===== src/rtl/wlf_pkg.sv =====
package wlf_pkg;
  typedef enum logic [2:0] {
    OP_IDLE,
    OP_PUSH,
    OP_POP,
    OP_BOTH,
    OP_CLEAR,
    OP_REFUSE
  } fifo_op_e;
endpackage


===== src/rtl/wlf_ctrl.sv =====
module wlf_ctrl
  import wlf_pkg::*;
(
  input  logic     push_i,
  input  logic     pop_i,
  input  logic     soft_rst_i,
  input  logic     is_empty_i,
  input  logic     is_full_i,
  output fifo_op_e op_o,
  output logic     wr_en_o,
  output logic     rd_en_o,
  output logic     clr_o
);
  logic take_pop;
  logic take_push;

  always_comb begin
    take_pop  = pop_i && !is_empty_i;
    take_push = push_i && (!is_full_i || take_pop);
    if (soft_rst_i) begin
      op_o = is_empty_i ? OP_CLEAR : OP_REFUSE;
    end else if (take_push && take_pop) begin
      op_o = OP_BOTH;
    end else if (take_push) begin
      op_o = OP_PUSH;
    end else if (take_pop) begin
      op_o = OP_POP;
    end else begin
      op_o = OP_IDLE;
    end
    wr_en_o = (op_o == OP_PUSH) || (op_o == OP_BOTH);
    rd_en_o = (op_o == OP_POP)  || (op_o == OP_BOTH);
    clr_o   = (op_o == OP_CLEAR);
  end
endmodule


===== src/rtl/wlf_ptr.sv =====
module wlf_ptr #(
  parameter int DEPTH = 8,
  localparam int PTR_W = $clog2(DEPTH)
) (
  input  logic             clk,
  input  logic             rst_n,
  input  logic             clr_i,
  input  logic             adv_i,
  output logic [PTR_W-1:0] ptr_o
);
  logic [PTR_W-1:0] ptr_q;
  logic [PTR_W-1:0] ptr_d;
  logic             ptr_en;

  always_comb begin
    ptr_en = clr_i || adv_i;
    if (clr_i) begin
      ptr_d = '0;
    end else if (ptr_q == PTR_W'(DEPTH - 1)) begin
      ptr_d = '0;
    end else begin
      ptr_d = ptr_q + 1'b1;
    end
  end

  always_ff @(posedge clk or negedge rst_n) begin
    if (!rst_n) begin
      ptr_q <= '0;
    end else if (ptr_en) begin
      ptr_q <= ptr_d;
    end
  end

  assign ptr_o = ptr_q;
endmodule


===== src/rtl/wlf_store.sv =====
module wlf_store #(
  parameter int DEPTH  = 8,
  parameter int DATA_W = 9,
  localparam int PTR_W = $clog2(DEPTH)
) (
  input  logic              clk,
  input  logic              wr_en_i,
  input  logic [PTR_W-1:0]  wr_ptr_i,
  input  logic [DATA_W-1:0] wr_data_i,
  input  logic [PTR_W-1:0]  rd_ptr_i,
  output logic [DATA_W-1:0] rd_data_o
);
  logic [DEPTH-1:0][DATA_W-1:0] slot_q;
  logic [DEPTH-1:0]             slot_sel;

  for (genvar g = 0; g < DEPTH; g++) begin : g_sel
    assign slot_sel[g] = wr_en_i && (wr_ptr_i == PTR_W'(g));
  end

  always_ff @(posedge clk) begin
    for (int i = 0; i < DEPTH; i++) begin
      if (slot_sel[i]) begin
        slot_q[i] <= wr_data_i;
      end
    end
  end

  assign rd_data_o = slot_q[rd_ptr_i];
endmodule


===== src/rtl/wlf_stat.sv =====
module wlf_stat
  import wlf_pkg::*;
#(
  parameter int DEPTH = 8,
  localparam int PTR_W = $clog2(DEPTH),
  localparam int CNT_W = PTR_W + 1
) (
  input  logic             clk,
  input  logic             rst_n,
  input  fifo_op_e         op_i,
  input  logic             shift_busy_i,
  output logic [PTR_W-1:0] level_o,
  output logic             full_o,
  output logic             half_o,
  output logic             empty_o,
  output logic             avail_o,
  output logic             tx_idle_o,
  output logic             busy_err_o
);
  logic [CNT_W-1:0] cnt_q, cnt_d;
  logic             err_q, err_d;
  logic             cnt_en;

  always_comb begin
    cnt_d  = cnt_q;
    err_d  = err_q;
    cnt_en = 1'b0;
    case (op_i)
      OP_PUSH:   begin cnt_d = cnt_q + 1'b1; cnt_en = 1'b1; end
      OP_POP:    begin cnt_d = cnt_q - 1'b1; cnt_en = 1'b1; end
      OP_CLEAR:  begin cnt_d = '0; cnt_en = 1'b1; err_d = 1'b0; end
      OP_REFUSE: err_d = 1'b1;
      default:   ;
    endcase
  end

  always_ff @(posedge clk or negedge rst_n) begin
    if (!rst_n) begin
      cnt_q <= '0;
      err_q <= 1'b0;
    end else begin
      if (cnt_en) cnt_q <= cnt_d;
      err_q <= err_d;
    end
  end

  assign level_o    = cnt_q[PTR_W-1:0];
  assign full_o     = (cnt_q == CNT_W'(DEPTH));
  assign half_o     = (cnt_q >= CNT_W'(DEPTH / 2));
  assign empty_o    = (cnt_q == '0);
  assign avail_o    = !empty_o;
  assign tx_idle_o  = empty_o && !shift_busy_i;
  assign busy_err_o = err_q;
endmodule


===== src/rtl/wrap_level_fifo.sv =====
module wrap_level_fifo
  import wlf_pkg::*;
#(
  parameter int DEPTH  = 8,
  parameter int DATA_W = 9,
  localparam int PTR_W = $clog2(DEPTH)
) (
  input  logic              clk,
  input  logic              rst_n,
  input  logic              soft_rst,
  input  logic              push,
  input  logic [DATA_W-1:0] push_data,
  input  logic              pop,
  input  logic              shift_busy,
  output logic [DATA_W-1:0] pop_data,
  output logic [PTR_W-1:0]  level,
  output logic              full,
  output logic              half,
  output logic              empty,
  output logic              avail,
  output logic              tx_idle,
  output logic              busy_err
);
  fifo_op_e         op;
  logic             wr_en, rd_en, clr;
  logic [PTR_W-1:0] wr_ptr, rd_ptr;

  wlf_ctrl u_ctrl (
    .push_i     (push),
    .pop_i      (pop),
    .soft_rst_i (soft_rst),
    .is_empty_i (empty),
    .is_full_i  (full),
    .op_o       (op),
    .wr_en_o    (wr_en),
    .rd_en_o    (rd_en),
    .clr_o      (clr)
  );

  wlf_ptr #(.DEPTH(DEPTH)) u_wr_ptr (
    .clk (clk), .rst_n (rst_n), .clr_i (clr), .adv_i (wr_en), .ptr_o (wr_ptr)
  );

  wlf_ptr #(.DEPTH(DEPTH)) u_rd_ptr (
    .clk (clk), .rst_n (rst_n), .clr_i (clr), .adv_i (rd_en), .ptr_o (rd_ptr)
  );

  wlf_store #(.DEPTH(DEPTH), .DATA_W(DATA_W)) u_store (
    .clk       (clk),
    .wr_en_i   (wr_en),
    .wr_ptr_i  (wr_ptr),
    .wr_data_i (push_data),
    .rd_ptr_i  (rd_ptr),
    .rd_data_o (pop_data)
  );

  wlf_stat #(.DEPTH(DEPTH)) u_stat (
    .clk          (clk),
    .rst_n        (rst_n),
    .op_i         (op),
    .shift_busy_i (shift_busy),
    .level_o      (level),
    .full_o       (full),
    .half_o       (half),
    .empty_o      (empty),
    .avail_o      (avail),
    .tx_idle_o    (tx_idle),
    .busy_err_o   (busy_err)
  );
endmodule


===== config.mk =====
export PLATFORM = sky130hd
export DESIGN_NAME = wrap_level_fifo
export DESIGN_NICKNAME = d
export VERILOG_FILES = /design/src/rtl/wlf_pkg.sv /design/src/rtl/wlf_ctrl.sv /design/src/rtl/wlf_ptr.sv /design/src/rtl/wlf_store.sv /design/src/rtl/wlf_stat.sv /design/src/rtl/wrap_level_fifo.sv
export SDC_FILE = /design/constraint.sdc
export NUM_CORES = 1
export LEC_CHECK = 0
export CAP_MARGIN = 25
export CORE_ASPECT_RATIO = 0.8
export CORE_MARGIN = 3
export CORE_UTILIZATION = 50
export CTS_CLUSTER_SIZE = 30
export DETAILED_ROUTE_END_ITERATION = 6
export PLACE_DENSITY = 0.69
export SLEW_MARGIN = 20
export SYNTH_ARGS = -nofsm -noshare
export SYNTH_HDL_FRONTEND = slang
export SYNTH_SLANG_ARGS = --single-unit

===== constraint.sdc =====
create_clock -name clk -period 3 [get_ports clk]
set_input_delay 0.45 -clock clk [delete_from_list [all_inputs] [get_ports clk]]
set_output_delay 0.45 -clock clk [all_outputs]
set_load 0.05 [all_outputs]

==> reports/results.txt, run 1 <==
Finish-stage setup viols: 0
Pwr Density: 933 mW/mm^2
Ant diodes: 0
Post-Route Skew: 11.8 ps
Critical Path Source Type: flip-flop
Inserted Clock Buffers: 9
Rows: 26
Via density: 5.58
Area leader, netlist: edfxtp_1
Hold/Removal Path Class: in2async
Largest net degree at the start of global routing: 23
CP startpoint: u_stat.cnt_q[2]
Mapped Cells: 195
Initial antenna violation count: 0
Chip Width: 100 um
Synth top area cells: edfxtp_1 61%, mux4_2 11%, dfrtp_1 7.8%
Crit-path max FO: 5
Worst-path clk slew: 80 ps
Routed WL: 6530 um
Ys async rst share: 13.3%
Worst-Margin Slew: 617 ps
GPL Wtd Cong: 0.871
CTS tree: yes
Hold buffers post-CTS: 0
Fillers: 476
GR Util All Layers: 18.0%
Worst IR Drop VDD: 0.548 mV
Htree depth: 3
Total negative slack: 0 ps
Detailed Place HPWL: 4330 um
Post-synth top flop: edfxtp_1
RSZ-0062 raised after global routing: false
Register area share after synthesis: 68.9%
Final core occ: 62.1%
Nets@finish: 256
Die area: 0.00813 sq mm
Worst-Skew Late Latency: 350 ps
Core area: 0.00664 sq mm
CTS Buffer Depth: 2
Wire length on met3: 543 um
Clk Tree Root Cell: clkbuf_8
Slew Viols, Final: 0
R2R Path Start: u_stat.cnt_q[2]
Die Height: 81.3 um
Initial Util: 53.3%
Post-synth EDFFs: 72
Hold Vio Cnt, Final: 0
Yosys top cell area share: 61.1%
Clk sinks: 83
Number of DRC markers in iteration 0: 106
Syn nets: 221
PortBufs: 32
Worst R2R Path Depth: 10
Leak: 1.46 nW
Synth warn: 0
Crit path kind: reg2out
Fmax: 0.360 GHz
Area growth from synthesis to layout: 16.5%
Reg2reg end: u_stat.cnt_q[3]
First-pass GRT wire length: 10300 um
I/O pin count: 33
Met2 WL: 3280 um
Post-synthesis register bit count: 83
Total power: 3.85 mW
CP required: 2550 ps
Max Cap Viol: 0
DR DRC count: 0
Worst setup path endpoint: tx_idle
Arr. time, crit path: 2330 ps
Vias in the first global route: 1867
Critical Path Sink Type: output port
Mean post-synth cell area: 18.2 sq um
Slew headroom: 58.9%
Share of cells above drive strength 1: 26.8%
Reg2reg setup slack: 540 ps
First-pass iteration count of the detailed router: 5
Tcrit/Tclk final: 92.7%
Vias: 1779
Hold Slack: 463 ps
Synth Cell Area: 0.00354 sq mm
Post-DRT Antenna Nets: 0
Fin crit period: 2780 ps
Metal-1 WL: 2660 um
Synth unique cells: 39
Post-CTS Resized: 0
DR top layer: met4
Status: finished clean
Routed WL per cell: 20.5 um
Gr ovfl total: 0
Setup Buffers After CTS: 0
-- cell usage in the layout, fill, tap and decap left out, types with 2 or more instances in the layout --
master           synthesis  routed
clkinv_4                 1       3
a22oi_1                  2       2
o31ai_1                  2       2
mux2_2                   9       9
edfxtp_1                72      72
clkbuf_8                 0       9
a21oi_1                  4       4
inv_1                    6       6
and3_1                   6       6
dfrtp_1                 11      11
clkinv_1                 0       2
nand2_1                  6       6
ha_1                    10      10
buf_4                    3      13
clkdlybuf4s50_1          0      23
bufinv_16                0       2
nand2b_1                 2       2
mux4_2                  18      18
nor2_1                   7       7
and2_1                   2       2
nor3_1                   2       2
o21ai_0                  5       5
nand3_1                  2       2
-- critical path, cell delays in order (launching register included) --
cell,delay (ps)
dfrtp_1,440
or2_1,270
or3_4,370
nor2_1,100
clkdlybuf4s50_1,810
-- how the worst min path moves through the flow --
stage	to	cells past startpoint	from	slack, ps
after global routing	u_wr_ptr.ptr_o[0]	1	rst_n	460
after detailed placement	u_stat.busy_err_o	2	u_stat.busy_err_o	500
after global placement	u_stat.busy_err_o	2	u_stat.busy_err_o	480
after floorplan	u_rd_ptr.ptr_o[0]	0	rst_n	150
after CTS	u_stat.busy_err_o	1	rst_n	470
final	u_stat.busy_err_o	1	rst_n	460
-- area by class of cell --
cell class | count | area, sq um | area share [%]
Sequential cell | 83 | 2440 | 59.1
Multi-Input combinational cell | 93 | 1000 | 24.4
Timing Repair Buffer | 36 | 328 | 7.95
Clock buffer | 9 | 124 | 3.00
Tap cell | 84 | 105 | 2.55
Clock inverter | 7 | 92.6 | 2.25
Inverter | 7 | 31.3 | 0.759
-- logic make-up after synthesis --
| group | after synthesis | synth area share, % |
|---|---|---|
| flip-flops | 83 | 68.9 |
| XOR/XNOR | 2 | 0.495 |
| adder cells (fa/ha/maj) | 11 | 4.10 |
| buffers and inverters | 19 | 2.93 |
| AO/OA/AOI/OAI | 15 | 2.54 |
| multiplexers | 29 | 15.0 |
| AND/OR/NAND/NOR | 36 | 6.05 |
-- state kept, by name (all words and copies together), names as in the netlist --
register           count
u_rd_ptr.ptr_o         3
u_stat.cnt_q           4
u_store.slot_q        72
u_wr_ptr.ptr_o         3
u_stat.busy_err_o      1
-- per-layer routing --
layer / global-route usage (%) / vias to the layer above
met4: 5.25 / 0
met5: 0 / -
met3: 5.67 / 6
li1: - / 831
met2: 28.6 / 64
met1: 24.2 / 878
-- where the power goes --
group | internal (mW) | switching (mW) | leakage, nW
combinational | 0.604 | 0.899 | 0.570
sequential | 1.39 | 0.104 | 0.784
clock | 0.465 | 0.380 | 0.104
-- cells in the mapped netlist (2+ instances only) --
master	instances
o21ai_0	5
o31ai_1	2
a22oi_1	2
clkbuf_1	4
buf_6	2
mux2_2	9
and2_1	2
inv_1	6
and3_1	6
nand2b_1	2
edfxtp_1	72
nor2_1	7
nand2_1	6
buf_4	3
nor3_1	2
a21oi_1	4
mux4_2	18
nand3_1	2
buf_1	2
ha_1	10
dfrtp_1	11
-- stage by stage --
stage	instance area, sq um	setup WS (ps)	cells
after global placement	3910	445	303
after CTS	4120	193	319
final	4120	219	319
after floorplan	3550	184	195
after detailed placement	3910	360	303
after global routing	4120	138	319
Power figures use the tool's default switching activity.
==> inputs of run 2 (changes only) <==
--- a/config.mk
+++ b/config.mk
@@ -12,7 +12,7 @@
 export CTS_CLUSTER_SIZE = 30
 export DETAILED_ROUTE_END_ITERATION = 6
 export PLACE_DENSITY = 0.69
-export SLEW_MARGIN = 20
+export SLEW_MARGIN = 25
 export SYNTH_ARGS = -nofsm -noshare
 export SYNTH_HDL_FRONTEND = slang
 export SYNTH_SLANG_ARGS = --single-unit
==> constraint.sdc (replaced) <==
create_clock -name clk -period 3.2 [get_ports clk]
set_input_delay 0.48 -clock clk [delete_from_list [all_inputs] [get_ports clk]]
set_output_delay 0.48 -clock clk [all_outputs]
set_load 0.05 [all_outputs]
==> reports/results.txt, run 2 (synthesis results as in run 1) <==
CP max stage cell: clkdlybuf4s50_1
Commonest non-fill, non-tap cell in the layout: edfxtp_1
Largest net degree at the start of global routing: 23
Arr. time, crit path: 2350 ps
Critical path's top delay family: buffers and inverters
Sequential share of power: 40.5%
Routed WL: 6570 um
Fmax: 0.354 GHz
Post-CTS Resized: 0
Slew headroom: 43.2%
Post-Route Skew: 4.86 ps
Post-layout instance area: 0.00410 sq mm
Area growth from synthesis to layout: 15.8%
Logic pwr share: 38.8%
Clock share of power: 20.7%
Non-Filler Instances: 318
Most flops, register: u_store.slot_q
Total negative slack: 0 ps
DR DRC count: 0
Hold buffers post-CTS: 0
Vias in the first global route: 1956
CTS tree: yes
Final core occ: 61.8%
Most frequent cells in the layout: 72 x edfxtp_1, 23 x clkdlybuf4s50_1, 18 x mux4_2, 12 x buf_4, 11 x dfrtp_1
P_int: 2.24 mW
First-pass iteration count of the detailed router: 4
Routed WL per cell: 20.7 um
Setup Buffers After CTS: 0
Reg2reg setup slack: 690 ps
Post-DRT Antenna Nets: 0
Largest registers: u_store.slot_q (72), u_stat.cnt_q (4)
Reg2reg end: u_stat.cnt_q[3]
Crit-path max FO: 5
Critical Path Sink Type: output port
Pwr Density: 868 mW/mm^2
Detailed Place HPWL: 4270 um
Via density: 5.69
Placed Cells incl. Taps: 302
Vias: 1811
I/O pin count: 33
Hold Slack: 485 ps
Critical path, cell by cell: or2_1 > or3_4 > nor2_1 > clkdlybuf4s50_1
CTS Buffer Depth: 2
Fin crit period: 2830 ps
Switching power share of the total: 37.1%
Worst-Skew Late Latency: 340 ps
Share of cells above drive strength 1: 26.9%
Clk Tree Root Cell: clkbuf_8
Gr ovfl total: 0
Worst IR Drop VDD: 0.426 mV
Status: finished clean
Crit path kind: reg2out
Chip Width: 100 um
Max FFs per register: 72
Worst-path clk slew: 80 ps
Core area: 0.00664 sq mm
RSZ-0062 raised after global routing: false
Critical Path Source Type: flip-flop
Post-Place Worst Slack: 386 ps
Switching power: 1.32 mW
Slew Viols, Final: 0
Tcrit/Tclk final: 88.3%
Die area: 0.00813 sq mm
GR Util All Layers: 18.2%
GPL Wtd Cong: 0.856
Nets@finish: 255
Initial antenna violation count: 0
Htree depth: 3
Crit path largest cell delay: 810 ps
Leak: 1.45 nW
Fillers: 480
First-pass GRT wire length: 10500 um
Finish-stage setup viols: 0
Worst-Margin Slew: 852 ps
Placed cell areas: 0.00390 sq mm
Final WS setup: 374 ps
Critical path buffers and inverters: 1
Rows: 26
PortBufs: 32
CP required: 2720 ps
Ant diodes: 0
Total power: 3.56 mW
CP startpoint: u_stat.cnt_q[2]
Hold Vio Cnt, Final: 0
Max Cap Viol: 0
Clk sinks: 83
Number of DRC markers in iteration 0: 81
Initial Util: 53.3%
Hold/Removal Path Class: in2async
Inserted Clock Buffers: 9
R2R Path Start: u_stat.cnt_q[2]
Worst R2R Path Depth: 10
Die Height: 81.3 um
==> run 2: power groups by stage <==
stage	Clock [mW]	Combinational (mW)	Sequential [mW]
2_1_floorplan	0	1.07	1.42
3_3_place_gp	0	1.35	1.45
3_5_place_dp	0	1.39	1.46
4_1_cts	0.764	1.40	1.44
5_1_grt	0.809	1.48	1.46
6_report	0.738	1.38	1.44
==> run 2: worst max path at each step <==
stage	to	slack [ps]	cells past startpoint
after floorplan	u_stat.cnt_q[3]	380	10
after global placement	u_stat.cnt_q[3]	480	9
after detailed placement	u_stat.cnt_q[3]	390	9
after CTS	tx_idle	360	4
after global routing	tx_idle	300	4
final	tx_idle	370	4
==> run 2: layout make-up <==
type / count / area (sq um) / share of cell area, %
Clock buffer: 9 / 124 / 3.02
Multi-Input combinational cell: 93 / 1000 / 24.5
Sequential cell: 83 / 2440 / 59.5
Timing Repair Buffer: 35 / 320 / 7.81
Inverter: 7 / 31.3 / 0.763
Tap cell: 84 / 105 / 2.56
Clock inverter: 7 / 76.3 / 1.86
==> run 2: per-layer routing <==
metal	wire (um)	up-vias	track usage, %
met5	0	-	0
met4	65	0	6.73
met3	453	10	6.01
met2	3420	71	30.0
met1	2630	903	22.7
li1	-	827	-
